<file path="src/rtl/spi_ee_pkg.sv">
// Shared constants and types for the serial EEPROM model.
package spi_ee_pkg;
    // Command opcodes received as the first byte of a selection
    localparam logic [7:0] OP_WREN  = 8'h06;
    localparam logic [7:0] OP_WRDI  = 8'h04;
    localparam logic [7:0] OP_RDSR  = 8'h05;
    localparam logic [7:0] OP_WRSR  = 8'h01;
    localparam logic [7:0] OP_READ  = 8'h03;
    localparam logic [7:0] OP_WRITE = 8'h02;

    // Command phase of the current selection
    typedef enum logic [2:0] {
        PH_OPC,
        PH_ADDR_RD,
        PH_DATA_RD,
        PH_STAT_RD,
        PH_STAT_WR,
        PH_ADDR_WR,
        PH_DATA_WR,
        PH_DROP
    } phase_t;
endpackage

</file>
<file path="src/rtl/spi_ee_ctrl.sv">
// Command sequencer: decodes opcodes, holds the status bits, steers read
// addresses, stages page data and issues a commit on chip-select release.
// Assumes byte_valid and sel_end come from the link one cycle after the event.
module spi_ee_ctrl
    import spi_ee_pkg::*;
#(
    parameter int ADDR_W = 7,
    parameter int PAGE_W = 3
) (
    input  logic                                 clk,
    input  logic                                 rst_n,
    input  logic                                 byte_valid,
    input  logic [7:0]                           rx_byte,
    input  logic                                 sel_end,
    input  logic                                 busy,
    input  logic [7:0]                           rd_data,
    output logic [ADDR_W-1:0]                    rd_addr,
    output logic [7:0]                           tx_byte,
    output logic                                 wel,
    output logic                                 commit,
    output logic [ADDR_W-PAGE_W-1:0]             wr_page,
    output logic [(1<<PAGE_W)-1:0]               wr_mask,
    output logic [(1<<PAGE_W)-1:0][7:0]          wr_data
);
    phase_t             phase;
    logic [1:0]         bp;
    logic [ADDR_W-1:0]  rd_ptr;
    logic [PAGE_W-1:0]  wr_off;
    logic [7:0]         status;

    // Live status byte: busy at bit 0, latch at bit 1, protect at bits 3:2
    assign status  = {4'b0000, bp, wel, busy};

    // Array read address: incoming address byte, then the running pointer
    assign rd_addr = (phase == PH_ADDR_RD) ? rx_byte[ADDR_W-1:0] : rd_ptr;

    // Command phase sequencing, status updates and page staging
    always_ff @(posedge clk) begin
        if (!rst_n) begin
            phase   <= PH_OPC;
            tx_byte <= '0;
            wel     <= 1'b0;
            bp      <= '0;
            rd_ptr  <= '0;
            wr_off  <= '0;
            wr_page <= '0;
            wr_mask <= '0;
            wr_data <= '0;
            commit  <= 1'b0;
        end else begin
            commit <= 1'b0;
            if (sel_end) begin
                if (phase == PH_DATA_WR && wr_mask != '0) begin
                    commit <= 1'b1;
                    wel    <= 1'b0;
                end
                phase   <= PH_OPC;
                tx_byte <= '0;
            end else if (byte_valid) begin
                case (phase)
                    PH_OPC: begin
                        if (busy && rx_byte != OP_RDSR) begin
                            phase <= PH_DROP;
                        end else begin
                            case (rx_byte)
                                OP_WREN: begin
                                    wel   <= 1'b1;
                                    phase <= PH_DROP;
                                end
                                OP_WRDI: begin
                                    wel   <= 1'b0;
                                    phase <= PH_DROP;
                                end
                                OP_RDSR: begin
                                    tx_byte <= status;
                                    phase   <= PH_STAT_RD;
                                end
                                OP_WRSR:  phase <= wel ? PH_STAT_WR : PH_DROP;
                                OP_READ:  phase <= PH_ADDR_RD;
                                OP_WRITE: phase <= wel ? PH_ADDR_WR : PH_DROP;
                                default:  phase <= PH_DROP;
                            endcase
                        end
                    end
                    PH_STAT_RD: tx_byte <= status;
                    PH_STAT_WR: begin
                        bp    <= rx_byte[3:2];
                        wel   <= 1'b0;
                        phase <= PH_DROP;
                    end
                    PH_ADDR_RD: begin
                        tx_byte <= rd_data;
                        rd_ptr  <= rx_byte[ADDR_W-1:0] + 1'b1;
                        phase   <= PH_DATA_RD;
                    end
                    PH_DATA_RD: begin
                        tx_byte <= rd_data;
                        rd_ptr  <= rd_ptr + 1'b1;
                    end
                    PH_ADDR_WR: begin
                        wr_page <= rx_byte[ADDR_W-1:PAGE_W];
                        wr_off  <= rx_byte[PAGE_W-1:0];
                        wr_mask <= '0;
                        phase   <= PH_DATA_WR;
                    end
                    PH_DATA_WR: begin
                        wr_data[wr_off] <= rx_byte;
                        wr_mask[wr_off] <= 1'b1;
                        wr_off          <= wr_off + 1'b1;
                    end
                    default: ;
                endcase
            end
        end
    end
endmodule

</file>
<file path="config.mk">
export PLATFORM = sky130hd
export DESIGN_NAME = spi_ee_ctrl
export DESIGN_NICKNAME = d
export VERILOG_FILES = /design/src/rtl/spi_ee_pkg.sv /design/src/rtl/spi_ee_ctrl.sv
export SDC_FILE = /design/constraint.sdc
export NUM_CORES = 1
export LEC_CHECK = 0
export ABC_AREA = 1
export BUFFER_PORTS_ARGS = -buffer_cell sky130_fd_sc_hd__buf_4
export CELL_PAD_IN_SITES_DETAIL_PLACEMENT = 2
export CELL_PAD_IN_SITES_GLOBAL_PLACEMENT = 2
export CORE_ASPECT_RATIO = 0.5
export CORE_MARGIN = 5
export CORE_UTILIZATION = 32
export CTS_CLUSTER_DIAMETER = 150
export DETAILED_ROUTE_END_ITERATION = 7
export PLACE_DENSITY_LB_ADDON = 0.08
export SETUP_SLACK_MARGIN = 0.05
export SLEW_MARGIN = 20
export SYNTH_ARGS = -nofsm -noshare
export SYNTH_HDL_FRONTEND = slang
export SYNTH_SLANG_ARGS = --single-unit
</file>
<file path="constraint.sdc">
create_clock -name clk -period 3.2 [get_ports clk]
set_input_delay 0.16 -clock clk [delete_from_list [all_inputs] [get_ports clk]]
set_output_delay 0.16 -clock clk [all_outputs]
set_load 0.03 [all_outputs]
</file>
==> results_dict.tcl, run 1 <==
set metrics [dict create \
    status "completed" \
    avgViaCountPerCell 5.04 \
    synth.avg_cell_area_sq_um 7.82 \
    clock.fmax_mhz 519 \
    drtAntennaViolNets 0 \
    final_core_util_pct 42.6 \
    vias 4110 \
    cts_hold_buf 0 \
    drive_above_1_share_pct 28.3 \
    ys_ff_latch 101 \
    relSlewSlack_pct 51.2 \
    p_total_w 0.00268 \
    yosysWarnings 0 \
    die_area_sq_mm 0.0159 \
    area_growth_pct 28.3 \
    grt_max_degree 81 \
    dpl.hpwl_um 10600 \
    p_per_area_mw_per_mm2 491 \
    rsz0062_at_grt "false" \
    portBuffers 113 \
    die_y_um 91.6 \
    end_kind "flop" \
    coreArea_sq_mm 0.0128 \
    synth_area_sq_mm 0.00426 \
    die_w_um 173 \
    synth_nets 568 \
    drtIter0Drc 157 \
    cts_resized 0 \
    finalInstanceArea_sq_mm 0.00547 \
    diodes 0 \
    ir_worst_vdd_mv 0.251 \
    period_minus_slack_ps 1930 \
    num_rows 29 \
    min_path_type "in2reg" \
    grt.overflow.total 0 \
    drv_slew 0 \
    grt_pass1_wl_um 24100 \
    critPathLaunchType "flop" \
    crit_type "reg2reg" \
    synth_top_area_share_pct 47.5 \
    leakagePower_nw 2.41 \
    clk_pin_slew_ps 80 \
    drc 0 \
    dr.max_layer_used "met4" \
    crit_required_ps 3450 \
    hold_violations 0 \
    wl_met1_um 7040 \
    start_util_pct 33.2 \
    ys_top_cells_by_area "dfxtp_1, o21ai_0, a21oi_1" \
    htree_levels 3 \
    crit_fanout 15 \
    wl_met3_um 1020 \
    fin_crit_sh_pct 60.3 \
    setup_viol 0 \
    synth_cells 545 \
    globalRouteTotalUtil_pct 19.0 \
    nFillCells 1534 \
    antenna_found_initial 0 \
    clock_skew_ps 11.8 \
    io_pins 114 \
    avgRoutedWirePerCell_um 18.2 \
    gp_congestion 0.742 \
    final_nets 664 \
    clock_latency_ps 360 \
    stdcell_count 816 \
    cts_sinks 101 \
    finalWirelength_um 14900 \
    ys_seq_area_share_pct 47.5 \
    maxCapViolations 0 \
    rrSetupSlack_ps 1270 \
    crit_arrival_ps 2180 \
    cts_made_buffers 9 \
    synth_cell_types 35 \
    tightest_slew_ps 732 \
    cts_tree "yes" \
    tns_ps 0 \
    clock_path_buffers 2 \
    clockRootBuffer "clkbuf_16" \
    dr.pass1.iters 4 \
    place_area_sq_mm 0.00514 \
    yosys.area.top_type "dfxtp_1" \
    wl_met2_um 6690 \
    grt_pass1_vias 4401 \
    postCtsSetupBuffers 0 \
    numPlacedInstances 800 \
]
area by class of cell:
class	instances	area, sq um	area share, %
clock buffers	9	225	4.12
clock inverters	7	100	1.83
inverters	54	218	3.98
multi-input cells	361	1830	33.5
flip-flops and latches	101	2020	37.0
well taps	170	213	3.89
repair buffers	114	856	15.7
synth_stat cells:
master	n
buf_6	9
ha_1	2
nand3_1	15
xor2_1	1
buf_2	1
clkbuf_1	14
buf_4	2
a21oi_1	75
clkbuf_2	2
o22ai_1	1
dfxtp_1	101
nand2_2	13
o21bai_1	1
clkinv_4	1
buf_1	1
nor2_2	4
nand2_4	1
a21boi_0	1
a31oi_1	3
inv_2	5
o21ai_1	18
a21oi_2	16
inv_1	38
clkinv_1	2
nor2_4	2
nand3_2	1
o2111ai_1	1
nand4_1	4
nor3_1	12
clkinv_2	8
nand2_1	74
o21ai_0	80
o21ai_2	2
o211ai_1	3
nor2_1	31
layout by cell type, fill, tap and decap left out, drive strengths merged:
master	count
nand2	88
clkbuf	9
nor2	37
ha	2
buf	114
nand3	16
clkinv	13
nor3	12
a21boi	1
dfxtp	101
o211ai	3
inv	47
o21bai	1
a21oi	91
o21ai	100
xor2	1
o22ai	1
o2111ai	1
bufinv	1
a31oi	3
nand4	4
report_power, final:
| part | switching [W] | leakage (nW) | internal [W] |
|---|---|---|---|
| Clock | 0.000575 | 0.158 | 0.000636 |
| Sequential | 0.00000855 | 0.814 | 0.00126 |
| Combinational | 0.000141 | 1.44 | 0.0000578 |
| Total | 0.000725 | 2.41 | 0.00196 |
through the flow:
stage | setup slack [ps] | hold slack, ps
detailed placement | 1260 | 448
finish | 1270 | 80.1
global route | 1000 | 72.7
global placement | 1320 | 445
CTS | 1240 | 75.4
floorplan | 1500 | 303
per-layer routing:
| layer | track usage [%] | vias to the layer above |
|---|---|---|
| li1 | - | 2012 |
| met1 | 24.2 | 2022 |
| met2 | 30.6 | 67 |
| met3 | 7.84 | 9 |
| met4 | 3.78 | 0 |
| met5 | 0 | - |
worst max-delay path: stages, from the launching register on:
cell,delay (ps)
dfxtp_1,360
inv_2,70
nor2_1,180
nand2_2,210
nand2_1,360
nand2_1,140
inv_2,210
o21ai_0,120
o211ai_1,100
inv_1,50
logic make-up after synthesis:
family / count (synthesis) / synth area share (%)
flip-flops: 101 / 47.5
XOR/XNOR: 1 / 0.206
AO/OA/AOI/OAI: 201 / 25.7
buffers and inverters: 83 / 9.52
adder cells (fa/ha/maj): 2 / 0.587
AND/OR/NAND/NOR: 157 / 16.5
sequential cells by signal (all words and copies together) (netlist names):
signal,flops
bp,2
phase,3
wr_off,3
wr_mask,8
commit,1
rd_ptr,7
wel,1
wr_data,64
wr_page,4
tx_byte,8
path summary, 6_finish.rpt:
path               from         end  depth (start not counted)
max            phase[0]   rd_ptr[2]                          9
min          rd_data[4]  tx_byte[4]                          3
max reg2reg    phase[0]   rd_ptr[2]                          9
min reg2reg  wr_mask[0]  wr_mask[0]                          2
Note: power is estimated with default switching activity, not from simulation.
==> inputs of run 2 (changes only) <==
Settings changed: ABC_AREA 1 to 0, CORE_UTILIZATION 32 to 28.
Clock period 3.2 ns to 1.7 ns, I/O delays scaled along.
==> run 2 against run 1 <==
Against the previous run: the run now ends with negative setup slack left; worst hold slack got worse by 72 ps; clock skew shrank 3.3 ps; count of clock-buffer cells in the layout up 1; register-to-register slack worse by 1500 ps; core utilization is 1.3 points lower; synthesized cell count fell by 12%; area after synthesis up 4.7%; clock power increased by 84%; design area increased by 17%; non-clock buffer count rose by 46.
==> results_dict.tcl, run 2 <==
set metrics [dict create \
    final_nets 636 \
    critPathBufInv 0 \
    die_y_um 99.2 \
    drtIter0Drc 186 \
    worstReg2RegStart "phase[2]" \
    reg2reg_to "rd_ptr[4]" \
    crit_required_ps 1940 \
    async_reset_ff_share_pct 0 \
    synth_area_sq_mm 0.00446 \
    start_util_pct 28.8 \
    synthTopCellsByCount "dfxtp_1, nor2_1, mux2i_1" \
    violations "negative setup slack" \
    final_cell_mix "buf_4, dfxtp_1, nor2_1, mux2i_1, nand2_1" \
    end_kind "flop" \
    drc 0 \
    synth_edf_count 0 \
    htree_levels 3 \
    cts_sinks 101 \
    num_rows 32 \
    maxCapViolations 0 \
    ys_top_cells_by_area "dfxtp_1, mux2i_1, nor2_1" \
    ir_worst_vdd_mv 0.493 \
    preCtsSetupSlack_ps -179 \
    synth_top_area_share_pct 45.3 \
    yosysWarnings 0 \
    wl_met2_um 7320 \
    multi_input_area_sq_mm 0.00241 \
    grt.overflow.total 0 \
    ys_seq_area_share_pct 45.3 \
    clock_path_buffers 2 \
    clk_pin_slew_ps 80 \
    largest_register "wr_data" \
    yosys.area.top_type "dfxtp_1" \
    drv_slew 0 \
    crit_type "reg2reg" \
    area_growth_pct 43.5 \
    ys_ff_latch 101 \
    clock.fmax_mhz 528 \
    finalWirelength_um 15800 \
    cpMaxStageDelayCell "or3b_4" \
    reg_top3 "wr_data x64, tx_byte x8, wr_mask x8" \
    relSlewSlack_pct 62.3 \
    rrSetupSlack_ps -200 \
    clock_latency_ps 350 \
    hp-start "rd_data[4]" \
    min_to "tx_byte[4]" \
    layout_setup_ws_ps -196 \
    nFillCells 1684 \
    synth_nets 500 \
    die_area_sq_mm 0.0187 \
    period_minus_slack_ps 1900 \
    cts_tree "yes" \
    grt_max_degree 80 \
    synth.most_common_cell "dfxtp_1" \
    dr.max_layer_used "met4" \
    hold_violations 0 \
    fin_crit_sh_pct 112 \
    slowest_delay_ps 380 \
    wl_met1_um 7510 \
    final_core_util_pct 41.3 \
    synth_cell_types 49 \
    synth_cells 477 \
    status "complete, but fails checks" \
    leakagePower_nw 2.83 \
    p_per_area_mw_per_mm2 799 \
    largest_reg_flops 64 \
    drive_above_1_share_pct 35.1 \
    wl_met3_um 916 \
    clock_skew_ps 8.43 \
    grt_pass1_vias 4443 \
    tightest_slew_ps 559 \
    grt_pass1_wl_um 24900 \
    antenna_found_initial 0 \
    coreArea_sq_mm 0.0155 \
    die_w_um 188 \
    synth.avg_cell_area_sq_um 9.35 \
    dpl.hpwl_um 10900 \
    portBuffers 113 \
    rsz0062_at_grt "true" \
    ys.flop_type "dfxtp_1" \
    ff_latch_area_sq_mm 0.00203 \
    reg2regPathDepth 7 \
    cts_made_buffers 9 \
    globalRouteTotalUtil_pct 16.7 \
    avgViaCountPerCell 4.98 \
    final_common_cell "buf_4" \
    drtAntennaViolNets 0 \
    diodes 0 \
    crit_fanout 7 \
    min_path_type "in2reg" \
    clockRootBuffer "clkbuf_16" \
    crit_chain "or3b_4, mux2_4, ha_4, nand3_4, xor2_1, a21oi_1, o221a_2" \
    crit_arrival_ps 2140 \
    gp_congestion 0.797 \
    vias 4093 \
    io_pins 114 \
    setup_viol 10 \
    critPathLaunchType "flop" \
    dr.pass1.iters 4 \
    cp_top_family "simple AND/OR/NAND/NOR gates" \
    whs_path_depth 3 \
    avgRoutedWirePerCell_um 19.3 \
]
==> run 2: cell count changes after synthesis, sizes merged, moves of 6 or more <==
cell / previous run / this run
nor2: 37 / 91
mux2: 0 / 8
nand3b: 0 / 6
nor2b: 0 / 6
clkinv: 11 / 0
nand2: 88 / 23
o21a: 0 / 6
a21oi: 91 / 14
nand2b: 0 / 7
nor4: 0 / 7
nor3b: 0 / 6
inv: 43 / 3
o21ai: 100 / 11
mux2i: 0 / 75
==> run 2: per-layer routing <==
layer | GRT usage, % | vias to the layer above
li1 | - | 1944
met1 | 21.5 | 2064
met2 | 27.9 | 77
met3 | 5.93 | 8
met4 | 2.74 | 0
met5 | 0 | -
==> run 2: worst max-delay path by stage <==
stage                 to  startpoint  cells after the start
6_report       rd_ptr[4]    phase[2]                      7
3_3_place_gp   rd_ptr[4]    phase[2]                      7
4_1_cts        rd_ptr[4]    phase[0]                      7
5_1_grt        rd_ptr[4]    phase[1]                      7
3_5_place_dp   rd_ptr[4]    phase[2]                      7
2_1_floorplan  rd_ptr[4]    phase[1]                      8
==> run 2: report_power, final <==
| group | internal [W] | switching (W) | total (W) |
|---|---|---|---|
| Sequential | 0.00238 | 0.0000114 | 0.00239 |
| Combinational | 0.000193 | 0.000298 | 0.000491 |
| Clock | 0.00121 | 0.00102 | 0.00223 |
==> run 2: worst min-delay path, cell delays in order <==
cell and delay (ps):
buf_4 110, nand3_1 60, mux2i_1 60
==> run 2: layout make-up <==
class                   instances  share of cell area (%)
clock buffers                  10                    3.74
clock inverters                 6                    1.27
inverters                       3                   0.176
multi-input cells             338                    37.6
flip-flops and latches        101                    31.7
well taps                     204                    3.99
repair buffers                160                    21.5
==> run 2: metrics by stage <==
step           hold slack (ps)  instance area (sq um)  std cells  setup TNS [ps]  power, W
2_1_floorplan              223                   4500        477            -553   0.00269
3_3_place_gp               356                   5850        799            -313   0.00289
3_5_place_dp               371                   5850        799           -1170   0.00289
4_1_cts                  0.699                   6230        818           -2030   0.00516
5_1_grt                   20.6                   6400        822           -1400   0.00532
6_report                  8.12                   6400        822            -800   0.00511
==> run 2: what timing repair did <==
action                                  CTS  global route
endpoints found under the setup margin   61            73
resized for setup                         9            36
pin swaps                                 4             7
hold buffers                              1             0
hold endpoints to repair                  1             0
buffers inserted                          2             4
==> run 2: cell families (layout without fill, tap and decap cells) <==
logic type / after synthesis / after routing / synth area share (%)
compound gates: 54 / 54 / 7.86
buf+inv: 38 / 179 / 3.54
simple gates: 194 / 194 / 22.8
xor+xnor: 4 / 4 / 0.786
mux: 83 / 83 / 18.9
fa+ha+maj: 3 / 3 / 0.786
flops: 101 / 101 / 45.3
==> inputs of run 3 (changes only) <==
Settings changed: BUFFER_PORTS_ARGS -buffer_cell sky130_fd_sc_hd__buf_4 to unset, CORE_UTILIZATION 28 to 34, DONT_BUFFER_PORTS set to 1, REMOVE_ABC_BUFFERS set to 1.
==> run 3 against run 2 <==
Against the previous run: the flow still finishes with violations (negative setup slack); core utilization increased by 3.8 points; critical path depth stayed put; design area shrank 10%; sequential share of layout area is 3.6 points higher; clock skew fell by 2.5 ps; non-clock buffer count fell by 86; maximum frequency down 5.1%; routed wire length increased by 11%; combinational power decreased by 7.7%; setup slack worse by 100 ps; largest power group unchanged.
==> results_dict.tcl, run 3 (synthesized netlist as in run 2, its figures left out) <==
set metrics [dict create \
    status "complete, but fails checks" \
    violations "negative setup slack" \
    layout_setup_ws_ps -297 \
    cp_top_family "simple AND/OR/NAND/NOR gates" \
    hold_violations 0 \
    clock_skew_ps 5.94 \
    crit_type "reg2reg" \
    ff_latch_area_sq_mm 0.00202 \
    final_core_util_pct 45.1 \
    leakagePower_nw 2.37 \
    final_cell_mix "dfxtp_1, nor2_1, mux2i_1, buf_4, nand2_1" \
    gp_congestion 0.820 \
    coreArea_sq_mm 0.0127 \
    stdcell_count 702 \
    cts_made_buffers 9 \
    clock_latency_ps 340 \
    die_area_sq_mm 0.0156 \
    num_rows 29 \
    cpMaxStageDelayCell "or3b_4" \
    critPathBufInv 0 \
    avgViaCountPerCell 5.60 \
    vias 3934 \
    largest_reg_flops 64 \
    tightest_slew_ps 734 \
    start_util_pct 35.0 \
    crit_chain "or3b_4, mux2_4, ha_4, nand3_4, xor2_2, a21oi_2, o221a_2" \
    clk_pin_slew_ps 70 \
    reg2regPathDepth 7 \
    area_growth_pct 28.8 \
    drtIter0Drc 108 \
    tns_ps -2600 \
    ir_worst_vdd_mv 0.487 \
    hold_ws_ps 51.5 \
    globalRouteTotalUtil_pct 21.1 \
    period_minus_slack_ps 2000 \
    diodes 0 \
    cts_tree "yes" \
    nFillCells 1319 \
    slowest_delay_ps 430 \
    clock_path_buffers 2 \
    whs_path_depth 4 \
    die_y_um 91.0 \
    drive_above_1_share_pct 23.5 \
    multi_input_area_sq_mm 0.00248 \
    critPathLaunchType "flop" \
    relSlewSlack_pct 50.9 \
    p_per_area_mw_per_mm2 872 \
    portBuffers 0 \
    cp.depth 7 \
    p_total_w 0.00501 \
    crit_fanout 3 \
    dr.pass1.iters 4 \
    largest_register "wr_data" \
    clockRootBuffer "clkbuf_16" \
    htree_levels 3 \
    finalWirelength_um 17600 \
    final_nets 551 \
    cts_sinks 101 \
    io_pins 114 \
    grt_max_degree 80 \
    grt_pass1_wl_um 25600 \
    reg_top3 "wr_data x64, tx_byte x8, wr_mask x8" \
    grt_pass1_vias 4224 \
    clock.fmax_mhz 501 \
    drtAntennaViolNets 0 \
    grt.overflow.total 0 \
    avgRoutedWirePerCell_um 25.0 \
    die_w_um 172 \
    min_path_type "in2reg" \
    drv_slew 0 \
    numPlacedInstances 659 \
    fin_crit_sh_pct 117 \
    antenna_found_initial 1 \
    rsz0062_at_grt "true" \
    dpl.hpwl_um 10800 \
    crit_required_ps 1940 \
    crit_arrival_ps 2230 \
    end_kind "flop" \
    setup_viol 51 \
    drc 0 \
    final_common_cell "dfxtp_1" \
    maxCapViolations 0 \
]
[run 3: layout make-up]
| cell class | instances | area share, % |
|---|---|---|
| Timing Repair Buffer | 74 | 12.4 |
| Clock buffer | 9 | 3.92 |
| Multi-Input combinational cell | 339 | 43.2 |
| Inverter | 3 | 0.196 |
| Tap cell | 170 | 3.70 |
| Sequential cell | 101 | 35.2 |
| Clock inverter | 6 | 1.35 |
[run 3: worst paths after layout]
| kind | slack [ps] | to | startpoint |
|---|---|---|---|
| worst max-delay path | -300 | rd_ptr[4] | phase[2] |
| worst min-delay path | 50 | wel | rx_byte[3] |
| worst max register to register | -300 | rd_ptr[4] | phase[2] |
| worst min register to register | 510 | bp[0] | bp[0] |
[run 3: per-stage QoR]
stage,worst slack (ps),cell area (sq um)
after detailed placement,-355,4950
final,-297,5740
after CTS,-227,5520
after global routing,-319,5740
after global placement,-240,4950
after floorplan,-637,4310
[run 3: per-layer routing]
metal / share of wire [%] / up-vias / global-route usage, %
li1: - / 1786 / -
met1: 43 / 2009 / 26.0
met2: 48 / 118 / 35.5
met3: 7.4 / 21 / 8.07
met4: 1.2 / 0 / 4.19
met5: 0 / - / 0
[run 3: tightest hold or removal path, cell delays in order]
cell and delay, ps:
nor2_1 30, nand3_1 70, nand2_1 50, mux2i_1 110
[run 3: timing repair]
| item | in CTS | in global routing |
|---|---|---|
| pin swaps | 5 | 20 |
| cloned | 0 | 2 |
| hold buffers | 14 | 1 |
| setup buffers | 3 | 8 |
| resized for setup | 25 | 33 |
| hold endpoints to repair | 86 | 9 |
| setup endpoints to repair | 68 | 78 |
[run 3: where the power goes]
| group | switching, W | internal, W | leakage (nW) |
|---|---|---|---|
| Combinational | 0.000272 | 0.000181 | 1.41 |
| Sequential | 0.0000189 | 0.00238 | 0.815 |
| Clock | 0.000998 | 0.00116 | 0.146 |
